File: src/rtl/card_rx_pkg.sv
package card_rx_pkg;
  typedef struct packed {
    logic push;
    logic pop;
    logic accStep;
    logic accClear;
  } rxStrobeT;

  localparam logic [15:0] CRC_POLY    = 16'h1021;
  localparam logic [15:0] CRC_PRESET  = 16'hFFFF;
  localparam logic [15:0] CRC_RESIDUE = 16'h1D0F;
endpackage

File: src/rtl/card_rx_data.sv
module card_rx_data
  import card_rx_pkg::*;
#(
  parameter int DEPTH  = 4,
  parameter int BYTE_W = 8
) (
  input  logic              clk,
  input  logic              rstN,
  input  rxStrobeT          strobe,
  input  logic [BYTE_W-1:0] byteData,
  input  logic              crcMode,
  output logic              fifoFull,
  output logic              fifoEmpty,
  output logic              residueOk,
  output logic [BYTE_W-1:0] rdData
);
  localparam int PTR_W = (DEPTH > 1) ? $clog2(DEPTH) : 1;
  localparam int CNT_W = $clog2(DEPTH + 1);
  localparam logic [PTR_W-1:0] LAST_PTR = PTR_W'(DEPTH - 1);

  logic [BYTE_W-1:0] mem [DEPTH];
  logic [PTR_W-1:0]  wrPtr, rdPtr;
  logic [CNT_W-1:0]  count;
  logic [15:0]       crcAcc, crcNext;
  logic [BYTE_W-1:0] lrcAcc, lrcNext;

  function automatic logic [15:0] crcStep(input logic [15:0] c, input logic [BYTE_W-1:0] d);
    logic [15:0] r;
    logic fb;
    r = c;
    for (int i = BYTE_W - 1; i >= 0; i--) begin
      fb = r[15] ^ d[i];
      r  = {r[14:0], 1'b0};
      if (fb) r = r ^ CRC_POLY;
    end
    return r;
  endfunction

  for (genvar g = 0; g < DEPTH; g++) begin : gSlot
    always_ff @(posedge clk or negedge rstN) begin
      if (!rstN) mem[g] <= '0;
      else if (strobe.push && wrPtr == PTR_W'(g)) mem[g] <= byteData;
    end
  end

  always_ff @(posedge clk or negedge rstN) begin
    if (!rstN) begin
      wrPtr  <= '0;
      rdPtr  <= '0;
      count  <= '0;
      rdData <= '0;
    end else begin
      if (strobe.push) wrPtr <= (wrPtr == LAST_PTR) ? '0 : wrPtr + 1'b1;
      if (strobe.pop) begin
        rdData <= mem[rdPtr];
        rdPtr  <= (rdPtr == LAST_PTR) ? '0 : rdPtr + 1'b1;
      end
      case ({strobe.push, strobe.pop})
        2'b10:   count <= count + 1'b1;
        2'b01:   count <= count - 1'b1;
        default: count <= count;
      endcase
    end
  end

  assign fifoFull  = (count == CNT_W'(DEPTH));
  assign fifoEmpty = (count == '0);

  assign crcNext = crcStep(crcAcc, byteData);
  assign lrcNext = lrcAcc ^ byteData;

  always_ff @(posedge clk or negedge rstN) begin
    if (!rstN) begin
      crcAcc <= CRC_PRESET;
      lrcAcc <= '0;
    end else if (strobe.accClear) begin
      crcAcc <= CRC_PRESET;
      lrcAcc <= '0;
    end else if (strobe.accStep) begin
      crcAcc <= crcNext;
      lrcAcc <= lrcNext;
    end
  end

  assign residueOk = crcMode ? (crcNext == CRC_RESIDUE) : (lrcNext == '0);
endmodule

File: src/rtl/card_rx_ctrl.sv
module card_rx_ctrl
  import card_rx_pkg::*;
(
  input  logic     clk,
  input  logic     rstN,
  input  logic     byteValid,
  input  logic     byteParityErr,
  input  logic     blockStart,
  input  logic     syncNineMode,
  input  logic     ninthEdge,
  input  logic     ioLine,
  input  logic     dataRdEn,
  input  logic     statRdEn,
  input  logic     statWrEn,
  input  logic     statWrLast,
  input  logic     fifoFull,
  input  logic     fifoEmpty,
  input  logic     residueOk,
  output rxStrobeT strobe,
  output logic [7:0] statusOut,
  output logic     rxErrIrq
);
  logic parFlag, ovrFlag, chkFlag, lastBit, ninthBit;
  logic parEvent, ovrEvent, chkEvent, checkNow;

  assign ovrEvent = byteValid & fifoFull;
  assign parEvent = byteValid & byteParityErr;
  assign checkNow = byteValid & lastBit;
  assign chkEvent = checkNow & ~residueOk;

  assign strobe.push     = byteValid & ~ovrFlag & ~fifoFull;
  assign strobe.pop      = dataRdEn & ~fifoEmpty;
  assign strobe.accStep  = byteValid;
  assign strobe.accClear = blockStart | checkNow;

  always_ff @(posedge clk or negedge rstN) begin
    if (!rstN) begin
      parFlag   <= 1'b0;
      ovrFlag   <= 1'b0;
      chkFlag   <= 1'b0;
      lastBit   <= 1'b0;
      ninthBit  <= 1'b0;
      statusOut <= '0;
    end else begin
      parFlag <= parEvent | (parFlag & ~statRdEn);
      ovrFlag <= ovrEvent | (ovrFlag & ~statRdEn);
      chkFlag <= chkEvent | (chkFlag & ~statRdEn);
      if (checkNow)      lastBit <= 1'b0;
      else if (statWrEn) lastBit <= statWrLast;
      if (syncNineMode && ninthEdge) ninthBit <= ioLine;
      if (statRdEn)
        statusOut <= {1'b0, ninthBit, lastBit, chkFlag, fifoFull, fifoEmpty, ovrFlag, parFlag};
    end
  end

  assign rxErrIrq = parFlag | ovrFlag;
endmodule

File: src/rtl/card_rx_status.sv
module card_rx_status
  import card_rx_pkg::*;
#(
  parameter int DEPTH = 4
) (
  input  logic       clk,
  input  logic       rstN,
  input  logic       byteValid,
  input  logic [7:0] byteData,
  input  logic       byteParityErr,
  input  logic       blockStart,
  input  logic       crcMode,
  input  logic       syncNineMode,
  input  logic       ninthEdge,
  input  logic       ioLine,
  input  logic       dataRdEn,
  output logic [7:0] rdData,
  input  logic       statRdEn,
  input  logic       statWrEn,
  input  logic       statWrLast,
  output logic [7:0] statusOut,
  output logic       rxErrIrq
);
  rxStrobeT strobe;
  logic fifoFull, fifoEmpty, residueOk;

  card_rx_ctrl u_ctrl (
    .clk(clk), .rstN(rstN), .byteValid(byteValid), .byteParityErr(byteParityErr),
    .blockStart(blockStart), .syncNineMode(syncNineMode), .ninthEdge(ninthEdge),
    .ioLine(ioLine), .dataRdEn(dataRdEn), .statRdEn(statRdEn), .statWrEn(statWrEn),
    .statWrLast(statWrLast), .fifoFull(fifoFull), .fifoEmpty(fifoEmpty),
    .residueOk(residueOk), .strobe(strobe), .statusOut(statusOut), .rxErrIrq(rxErrIrq)
  );

  card_rx_data #(.DEPTH(DEPTH), .BYTE_W(8)) u_data (
    .clk(clk), .rstN(rstN), .strobe(strobe), .byteData(byteData), .crcMode(crcMode),
    .fifoFull(fifoFull), .fifoEmpty(fifoEmpty), .residueOk(residueOk), .rdData(rdData)
  );
endmodule

File: config.mk
export PLATFORM = sky130hd
export DESIGN_NAME = card_rx_status
export DESIGN_NICKNAME = d
export VERILOG_FILES = /design/src/rtl/card_rx_pkg.sv /design/src/rtl/card_rx_data.sv /design/src/rtl/card_rx_ctrl.sv /design/src/rtl/card_rx_status.sv
export SDC_FILE = /design/constraint.sdc
export NUM_CORES = 1
export LEC_CHECK = 0
export ABC_AREA = 1
export CAP_MARGIN = 20
export CORE_UTILIZATION = 50
export CTS_CLUSTER_DIAMETER = 80
export DETAILED_ROUTE_END_ITERATION = 8
export PLACE_DENSITY_LB_ADDON = 0.15
export SYNTH_ARGS = -nofsm -noshare
export SYNTH_HDL_FRONTEND = slang
export SYNTH_HIERARCHICAL = 1
export SYNTH_SLANG_ARGS = --single-unit
export TNS_END_PERCENT = 100
File: constraint.sdc
create_clock -name clk -period 2.92 [get_ports clk]
set_input_delay 0.438 -clock clk [delete_from_list [all_inputs] [get_ports clk]]
set_output_delay 0.438 -clock clk [all_outputs]
set_load 0.02 [all_outputs]
* Yosys cells after proc, flatten, opt, wreduce, memory -nomap -nowiden
Index checks and enable logic that the tools add are counted.
** Word-level totals
- Input bits :: 21
- Output and inout port bits :: 17
- Logic and storage cells :: 99
- Register bits after elaboration :: 83
** Operators by class
- $lt $le $gt $ge :: 1
- Multiplexer cells :: 21
- $add $sub $neg :: 4
- Reduce and logical (&&, ||, !) cells :: 11
- Bitwise logic cells :: 38
- Equality and inequality tests :: 8
** Operator list (number)
- $mux W13 :: 8
- $mux W16 :: 2
- $mux W8 :: 4
- $not A3 Y3 :: 8
- $bmux W8 S2 :: 1
- $eq A16 B13 Y1 const B :: 1
- $and A1 B1 Y1 :: 10
- $eq A2 B2 Y1 const B :: 4
- $logic_not A8 Y1 :: 1
- $xor A1 B1 Y1 :: 8
- $xor A8 B8 Y8 :: 1
- $pmux W3 S2 :: 1
- $reduce_bool A2 Y1 :: 3
- $logic_and A1 B1 Y1 :: 5
- $not A1 Y1 :: 5
- $or A1 B1 Y1 :: 5
- $add A2 B1 Y2 const B :: 2
- $eq A2 B1 Y1 const B :: 2
- $mux W2 :: 2
- $add A3 B1 Y3 const B :: 1
- $eq A3 B3 Y1 const B :: 1
- $ge A3 B3 Y1 const B :: 1
- $logic_not A3 Y1 :: 1
- $mux W1 :: 3
- other kinds (3) :: 3

* Longest topological paths before layout
Gate-level depths: netlist (run 1).
- Depth after elaboration :: 21
- Depth in mapped cells :: 13
- Mapped depth without buffers :: 13

* By module
Netlist (run 1), hierarchy kept.
** Modules (own cells, without submodules)
- card_rx_data :: area an instance 3468.3 um^2, cells each 420, instances 1, seq. area each 1796.7 um^2
- card_rx_ctrl :: area an instance 519.2 um^2, cells each 60, instances 1, seq. area each 300.3 um^2

* Worst setup path before layout (run 1)
No wires, ideal clock.
- Path type :: register to register
- Start point :: register u_data.count[1]
- End point :: register u_data.count[2]
- Slack :: 889 ps
- Clock period less this slack :: 2031 ps
- Path buffers :: 1
- Arrival time :: 1900 ps
- Cell stages (with the launch flop) :: 11
- Cell sequence :: dfrtp_1 > nor3_1 > nor3_1 > clkbuf_1 > inv_1 > ha_1 > inv_1 > fa_1 > a21oi_1 > o21ai_0 > xor2_1
** RTL lines
- start, declared :: RTL line card_rx_data.sv:23 : logic [CNT_W-1:0] count;
- start signal, assigned :: RTL line card_rx_data.sv:59 : 2'b10: count <= count + 1'b1;
- start signal, assigned :: RTL line card_rx_data.sv:60 : 2'b01: count <= count - 1'b1;
- start signal, assigned :: RTL line card_rx_data.sv:61 : default: count <= count;

==> impl_results.rst, run 1 <==
.. list-table::
   :header-rows: 1

   * - Metric
     - Value
   * - Number of CTS-inserted buffers
     - 9
   * - Crit path max-delay family
     - adder cells
   * - Net count reported at finish
     - about 540
   * - Number of violations reported at the end of detailed-routing iteration 0
     - roughly 110
   * - Clk slew on worst S/H paths
     - 0.08 ns
   * - Number of buffers and inverters on the critical path
     - 2
   * - Time the worst path needs with I/O delays and setup
     - 2.036 ns
   * - Overall die area
     - roughly 0.0083 mm2
   * - Synthesis warning total
     - 6
   * - Part of the cycle the worst path needs
     - between 60 and 70%
   * - Ordered cell list for the critical path
     - nor3_1 -> nor3_1 -> inv_1 -> ha_1 -> inv_1 -> fa_1 -> a21oi_1 -> o21ai_0 -> xor2_1
   * - Relative slew slack
     - 55.67%
   * - Per-cell via count in the routed design
     - 5.050
   * - Arrival time worst endpoint
     - 2.27 ns
   * - Maximum VDD drop
     - 0.3651 mV
   * - Global-route total usage across every layer
     - about a fifth
   * - TritonCTS clock tree
     - built
   * - Number of input and output port buffers inserted
     - 36
   * - DRC violation count after routing
     - 0
   * - Slowest cell on the critical path
     - dfrtp_1
   * - # IOs
     - 38
   * - Critical Path RT
     - between 3 and 4 ns
   * - Sum Neg Setup Slack
     - 0 ns
   * - GPL Wtd Cong
     - between 0.8 and 0.9
   * - Largest fanout on the critical path
     - 4
   * - Syn_nets
     - between 500 and 600
   * - Worst min path class
     - reg -> reg
   * - Met3 wire len
     - 264 um
   * - Utilization after layout
     - 60.61%
   * - Share of cells above drive strength 1
     - 10.36%
   * - Delay of the slowest cell on the worst path
     - about 0.42 ns
   * - CP Launch Type
     - flip-flop
   * - Initial cell density of the core
     - 51.60%
   * - Design Area, Final
     - about 0.0047 mm2
   * - Mean cell area of the mapped netlist
     - 8.307 um2
   * - Peak clock frequency supported by timing
     - a little under 500 MHz
   * - Setup repair after global routing missed its margin
     - false
   * - Worst hold-check slack
     - 0.4812 ns
   * - Pleak
     - 0.002298 uW
   * - Number of diodes added for antenna fixing
     - 0
   * - Final ANT Viol Nets
     - 0
   * - Total of cells resized after clock tree synthesis
     - 0
   * - Power Density
     - approximately 870 mW/mm2
   * - Kind of capture point of the worst setup path
     - flip-flop
   * - Post-synthesis cell count
     - 480
   * - Total placed cells including tap cells
     - approximately 610
   * - Total via count after detailed routing
     - 3146
   * - Final max-slew violation count
     - 0
   * - Least-Margin Pin Slew
     - 0.6650 ns
   * - Count of distinct cell types in the synthesized netlist
     - 29
   * - Die Ht
     - 91.31 um
   * - Sequential area share after synthesis
     - between 50% and 60%
   * - Max layer used
     - met4
   * - Cell area reported after detailed placement
     - around 0.0044 mm2
   * - Setup CP Type
     - reg -> reg
   * - Flops & latches, synth
     - 83
   * - Vias in the first global route
     - about 3.0k
   * - Wire length on met2
     - 3827 um
   * - Aggregate global routing overflow
     - 0
   * - Total half-perimeter wirelength after legalization and detailed placement
     - 5535 um
   * - Outcome
     - finished clean
   * - Antenna violations before repair
     - 0
   * - Pin count of the biggest net entering global routing
     - 84
   * - Width of the chip
     - around 91 um
   * - Growth of design area from synthesis to finish
     - 17.45%
   * - Skew final
     - between 0.009 and 0.01 ns
   * - Total wire length after detailed routing
     - slightly above 8000 um
   * - Clock Sink Count
     - 83
   * - Drt wl/cell
     - approximately 13 um
   * - Global-route wire length before repair
     - ~14000 um
   * - CTS max path bufs
     - 2
   * - Detailed-routing iteration count for the pre-antenna-repair pass
     - 4
   * - Max-Cap Viols
     - 0
   * - Total standard cell area after synthesis
     - roughly 0.004 mm2
   * - Clock insertion delay at the later pin of the skew report
     - 0.35 ns
   * - Count of final hold-check violations
     - 0
   * - H-tree depth
     - 3
   * - Endpoints failing setup
     - 0
   * - Fillers
     - between 600 and 700
   * - Placement Rows
     - 32
   * - Floorplan core area
     - between 0.007 and 0.008 mm2
   * - Cell at the root of the clock tree
     - clkbuf_8
   * - Post-route met1 wirelength
     - a little under 4000 um
   * - Final Non-Filler Cells
     - just over 600
-- cells in the final DEF, fill, tap and decap left out, types with 6 or more instances in the layout --
cell,netlist,routed
nand2_1,130,130
dfrtp_1,67,67
o21ai_0,60,60
nor2_1,57,57
inv_1,39,39
clkdlybuf4s50_1,0,35
dfstp_2,16,16
nand3_1,14,14
clkbuf_8,0,9
a31oi_1,9,9
a21oi_1,9,9
xnor2_1,8,8
nand2_2,7,7
xor2_1,7,7
a22oi_1,7,7
ha_1,6,6
-- worst reg2reg max path, delay by kind of cell (launching register included) --
kind	cells	cell delay, ns
and+or+nand+nor	2	0.46
buffers and inverters	2	0.14
DFF	1	0.42
AOI/OAI and AO/OA	2	0.26
xor gates and xnor gates	1	0.15
adders and majority gates	2	0.51
-- worst paths after layout --
check / slack [ns] / cells after the start / to / start
min in group asynchronous: 0.49 / 2 / u_data/mem[19]$_DFFE_PN0P_ / rstN
min reg2reg: 0.48 / 2 / u_ctrl/statusOut[3]$_DFFE_PN0P_ / u_ctrl/statusOut[3]$_DFFE_PN0P_
max in group asynchronous: 1.79 / 3 / u_data/crcAcc[0]$_DFFE_PN1P_ / rstN
max: 0.88 / 9 / u_data/count[2]$_DFFE_PN0P_ / u_data/count[1]$_DFFE_PN0P_
max reg2reg: 0.88 / 9 / u_data/count[2]$_DFFE_PN0P_ / u_data/count[1]$_DFFE_PN0P_
min: 0.48 / 2 / u_ctrl/statusOut[3]$_DFFE_PN0P_ / u_ctrl/statusOut[3]$_DFFE_PN0P_
-- cells by family (layout without fill, tap and decap cells) --
kind of cell | count (synthesis) | after routing | synth area share, %
DFF | 83 | 83 | 52.59
xor gates and xnor gates | 16 | 16 | 3.703
other | 1 | 1 | 0.09404
and+or+nand+nor | 216 | 216 | 21.56
adders and majority gates | 7 | 7 | 2.385
AOI/OAI and AO/OA | 93 | 93 | 13.05
buffers and inverters | 64 | 105 | 6.621
-- state kept, by name (all words and copies together) (netlist names), 2 cells and up --
name and count:
u_data/rdData 8, u_data/count 3, u_data/crcAcc 16, u_ctrl/statusOut 7
u_data/rdPtr 2, u_data/wrPtr 2, u_data/lrcAcc 8, u_data/mem 32
-- layout make-up --
type                            count  area, um2  area share [%]
Clock buffer                        9      123.9           2.645
Clock inverter                      7      101.3           2.164
Inverter                           47      181.4           3.874
Multi-Input combinational cell    333       1627           34.73
Sequential cell                    83       2097           44.78
Tap cell                          102      127.6           2.725
Timing Repair Buffer               42      425.4           9.084
-- per-layer routing --
| layer | up-vias | GRT usage, % |
|---|---|---|
| li1 | 1607 | - |
| met1 | 1474 | 28.36 |
| met2 | 54 | 35.61 |
| met3 | 11 | 2.764 |
| met4 | 0 | 8.730 |
| met5 | - | 0 |
-- through the flow --
step           total power [uW]  setup slack [ns]
3_5_place_dp               3200            0.5575
2_1_floorplan              2733            0.8890
6_report                   4096            0.8844
5_1_grt                    4410            0.7609
4_1_cts                    4128            0.8795
3_3_place_gp               3149            0.6574
-- power breakdown --
part	total [uW]	leakage, uW	switching [uW]	internal, uW
clock	912	0.000106	425	487
combinational	1370	0.00118	808	567
sequential	1810	0.00101	270	1540
total	4100	0.00230	1500	2590
-- cells in the mapped netlist, drive strengths merged --
cell,instances,area share (%)
xor2,8,1.9
clkbuf,11,1.0
conb,1,0.094
dfstp,16,11
fa,1,0.50
a21oi,9,1.1
xnor2,8,1.8
a22oi,7,1.3
o21ai,63,8.1
a31oi,9,1.4
nand4,3,0.47
inv,45,4.4
dfrtp,67,42
ha,6,1.9
nor3,5,0.63
nand2,137,13
nor2,57,5.4
clkinv,2,0.19
nand3,14,1.8
buf,6,1.0
a22o,5,1.1
-- repair_timing --
item	in CTS	in global routing
hold buffers	0	1
hold endpoints to repair	0	17
setup buffers	0	0
No activity file was read; power rests on OpenSTA's default activity.
==> inputs of run 2 (changes only) <==
==> constraint.sdc (replaced) <==
create_clock -name clk -period 2 [get_ports clk]
set_input_delay 0.3 -clock clk [delete_from_list [all_inputs] [get_ports clk]]
set_output_delay 0.3 -clock clk [all_outputs]
set_load 0.02 [all_outputs]
==> run 2 against run 1 <==
Against the previous run:
- critical endpoint unchanged
- worst hold slack got worse by 0.096 ns
- largest cell class unchanged
- via count up 4.5%
- first-iteration DRC count grew 40%
- worst setup slack got worse by 0.72 ns
- total power rose by 46%
- clock skew shrank 0.0017 ns
==> impl_results.rst, run 2 (synthesized netlist as in run 1, its figures left out) <==
.. list-table::
   :header-rows: 1

   * - Metric
     - Value
   * - Outcome
     - finished clean
   * - Register area
     - 0.002097 mm2
   * - Slowest cell on the critical path
     - dfrtp_1
   * - Total half-perimeter wirelength after legalization and detailed placement
     - roughly 6000 um
   * - Net count reported at finish
     - 574
   * - CP Launch Type
     - flip-flop
   * - Part of the cycle the worst path needs
     - around nine tenths
   * - Setup repair after global routing missed its margin
     - false
   * - Overall die area
     - approximately 0.0083 mm2
   * - CTS max path bufs
     - 2
   * - Endpoints failing setup
     - 0
   * - Final ANT Viol Nets
     - 0
   * - Worst min path class
     - in -> async
   * - Number of violations reported at the end of detailed-routing iteration 0
     - about 150
   * - Post-route setup slack
     - 0.1607 ns
   * - Maximum VDD drop
     - roughly 0.53 mV
   * - Placement Rows
     - 32
   * - Count of final hold-check violations
     - 0
   * - Number of diodes added for antenna fixing
     - 0
   * - Detailed-routing iteration count for the pre-antenna-repair pass
     - 5
   * - TritonCTS clock tree
     - built
   * - Die Ht
     - just over 90 um
   * - Peak clock frequency supported by timing
     - approximately 540 MHz
   * - Most common cell after layout, fill and taps aside
     - nand2_1
   * - Time the worst path needs with I/O delays and setup
     - 1.839 ns
   * - Area taken by multi-input logic gates
     - between 0.0015 and 0.002 mm2
   * - Final Non-Filler Cells
     - 653
   * - Endpoint of the worst register-to-register path
     - u_data/count[2]$_DFFE_PN0P_
   * - Cell at the root of the clock tree
     - clkbuf_8
   * - Power Density
     - between 1000 and 1500 mW/mm2
   * - Least-Margin Pin Slew
     - approximately 0.52 ns
   * - Floorplan core area
     - 0.007727 mm2
   * - Top Registers
     - u_data/mem: 32 flops, u_data/crcAcc: 16 flops
   * - Total via count after detailed routing
     - 3289
   * - Clock insertion delay at the later pin of the skew report
     - 0.37 ns
   * - Max FFs per register
     - 32
   * - Reg with most FFs
     - u_data/mem
   * - Arrival time worst endpoint
     - 2.08 ns
   * - DRC violation count after routing
     - 0
   * - Worst R2R Path Depth
     - 10
   * - Drt wl/cell
     - between 10 and 15 um
   * - Vias in the first global route
     - roughly 3.2k
   * - Antenna violations before repair
     - 0
   * - Most prevalent standard cell on the critical path
     - inv_1
   * - Width of the chip
     - 91.31 um
   * - Largest fanout on the critical path
     - 2
   * - H-tree depth
     - 3
   * - Ordered cell list for the critical path
     - inv_1 -> nor3_2 -> nor3_1 -> inv_1 -> ha_1 -> inv_1 -> fa_2 -> a21oi_2 -> o21ai_0 -> xor2_1
   * - Leading cell types in the layout, fill and taps excluded
     - 130 x nand2_1, 67 x dfrtp_1, 60 x o21ai_0
   * - Total wire length after detailed routing
     - 8579 um
   * - Aggregate global routing overflow
     - 0
   * - Per-cell via count in the routed design
     - 5.037
   * - Initial cell density of the core
     - between 50 and 60%
   * - GPL Wtd Cong
     - 0.8932
   * - Global-route total usage across every layer
     - a little under a quarter
   * - Fillers
     - 674
   * - Max-Cap Viols
     - 0
   * - Relative slew slack
     - between 60 and 70%
   * - Skew final
     - 0.007828 ns
   * - Startpoint of the worst-slack reg-to-reg timing path
     - u_data/count[2]$_DFFE_PN0P_
   * - Worst-case setup slack after placement
     - -0.06427 ns
   * - Number of input and output port buffers inserted
     - 36
   * - Clock Sink Count
     - 83
   * - Share of cells above drive strength 1
     - 15.79%
   * - Number of CTS-inserted buffers
     - 9
   * - Critical Path RT
     - around 2.2 ns
   * - Global-route wire length before repair
     - ~15000 um
   * - Growth of design area from synthesis to finish
     - 22.15%
   * - Pleak
     - about 0.0024 uW
   * - Clk slew on worst S/H paths
     - 0.09 ns
   * - Delay of the slowest cell on the worst path
     - about 0.35 ns
   * - Final max-slew violation count
     - 0
   * - Setup CP Type
     - reg -> reg
   * - Reg-to-reg setup timing slack
     - about 0.16 ns
   * - # IOs
     - 38
   * - Total placed cells including tap cells
     - between 600 and 700
   * - Pin count of the biggest net entering global routing
     - between 50 and 60
   * - Kind of capture point of the worst setup path
     - flip-flop
-- run 2: worst max path at each step --
stage	startpoint	endpoint	slack, ns	cells past startpoint
finish	u_data/count[2]$_DFFE_PN0P_	u_data/count[2]$_DFFE_PN0P_	0.16	10
global route	u_data/count[0]$_DFFE_PN0P_	u_data/count[2]$_DFFE_PN0P_	0.03	9
CTS	u_data/count[1]$_DFFE_PN0P_	u_data/count[2]$_DFFE_PN0P_	0.08	9
detailed placement	dataRdEn	u_data/count[2]$_DFFE_PN0P_	-0.06	9
global placement	byteData[7]	u_ctrl/chkFlag$_DFF_PN0_	-0.005	14
floorplan	u_data/count[1]$_DFFE_PN0P_	u_data/count[2]$_DFFE_PN0P_	0.04	10
-- run 2: critical path: cells and delay by family (launching register included) --
family / cells / cell delay (ns)
fa+ha+maj: 2 / 0.47
flops: 1 / 0.35
simple gates: 2 / 0.33
compound gates: 2 / 0.21
buf+inv: 3 / 0.20
xor+xnor: 1 / 0.15
-- run 2: what timing repair did --
action | 4_1_cts | 5_1_grt
hold endpoints to repair | 19 | 0
hold buffers | 1 | 0
buffers inserted | 0 | 1
gates resized for setup | 0 | 2
setup endpoints to repair | 0 | 1
-- run 2: final cells by class --
type / count / area share, %
timing repair buffer: 72 / 13.20
clock buffer: 9 / 2.543
multi-input combinational: 333 / 33.62
sequential: 83 / 43.05
inverter: 47 / 3.725
clock inverter: 7 / 1.233
tap: 102 / 2.620
-- run 2: report_power, final --
group,internal [uW],total (uW),switching [uW]
clock,469,1130,661
sequential,2250,2590,345
combinational,981,2260,1280
-- run 2: per-stage QoR --
step	hold WS [ns]	utilization (%)	area (um2)	setup TNS, ns	power [uW]
after floorplan	0.004409	-	3993	0	3997
after global placement	0.2581	60.35	4663	-0.005200	4781
after detailed placement	0.2524	60.35	4663	-0.1503	4866
after CTS	0.3976	62.86	4857	0	6008
after global routing	0.4228	63.03	4871	0	6476
final	0.3855	63.03	4871	0	5983
-- run 2: per-layer routing --
metal / track usage (%) / share of wire (%)
met2: 37.56 / 48
met3: 4.104 / 3.8
met1: 30.14 / 46
met4: 8.466 / 2.0
met5: 0 / 0
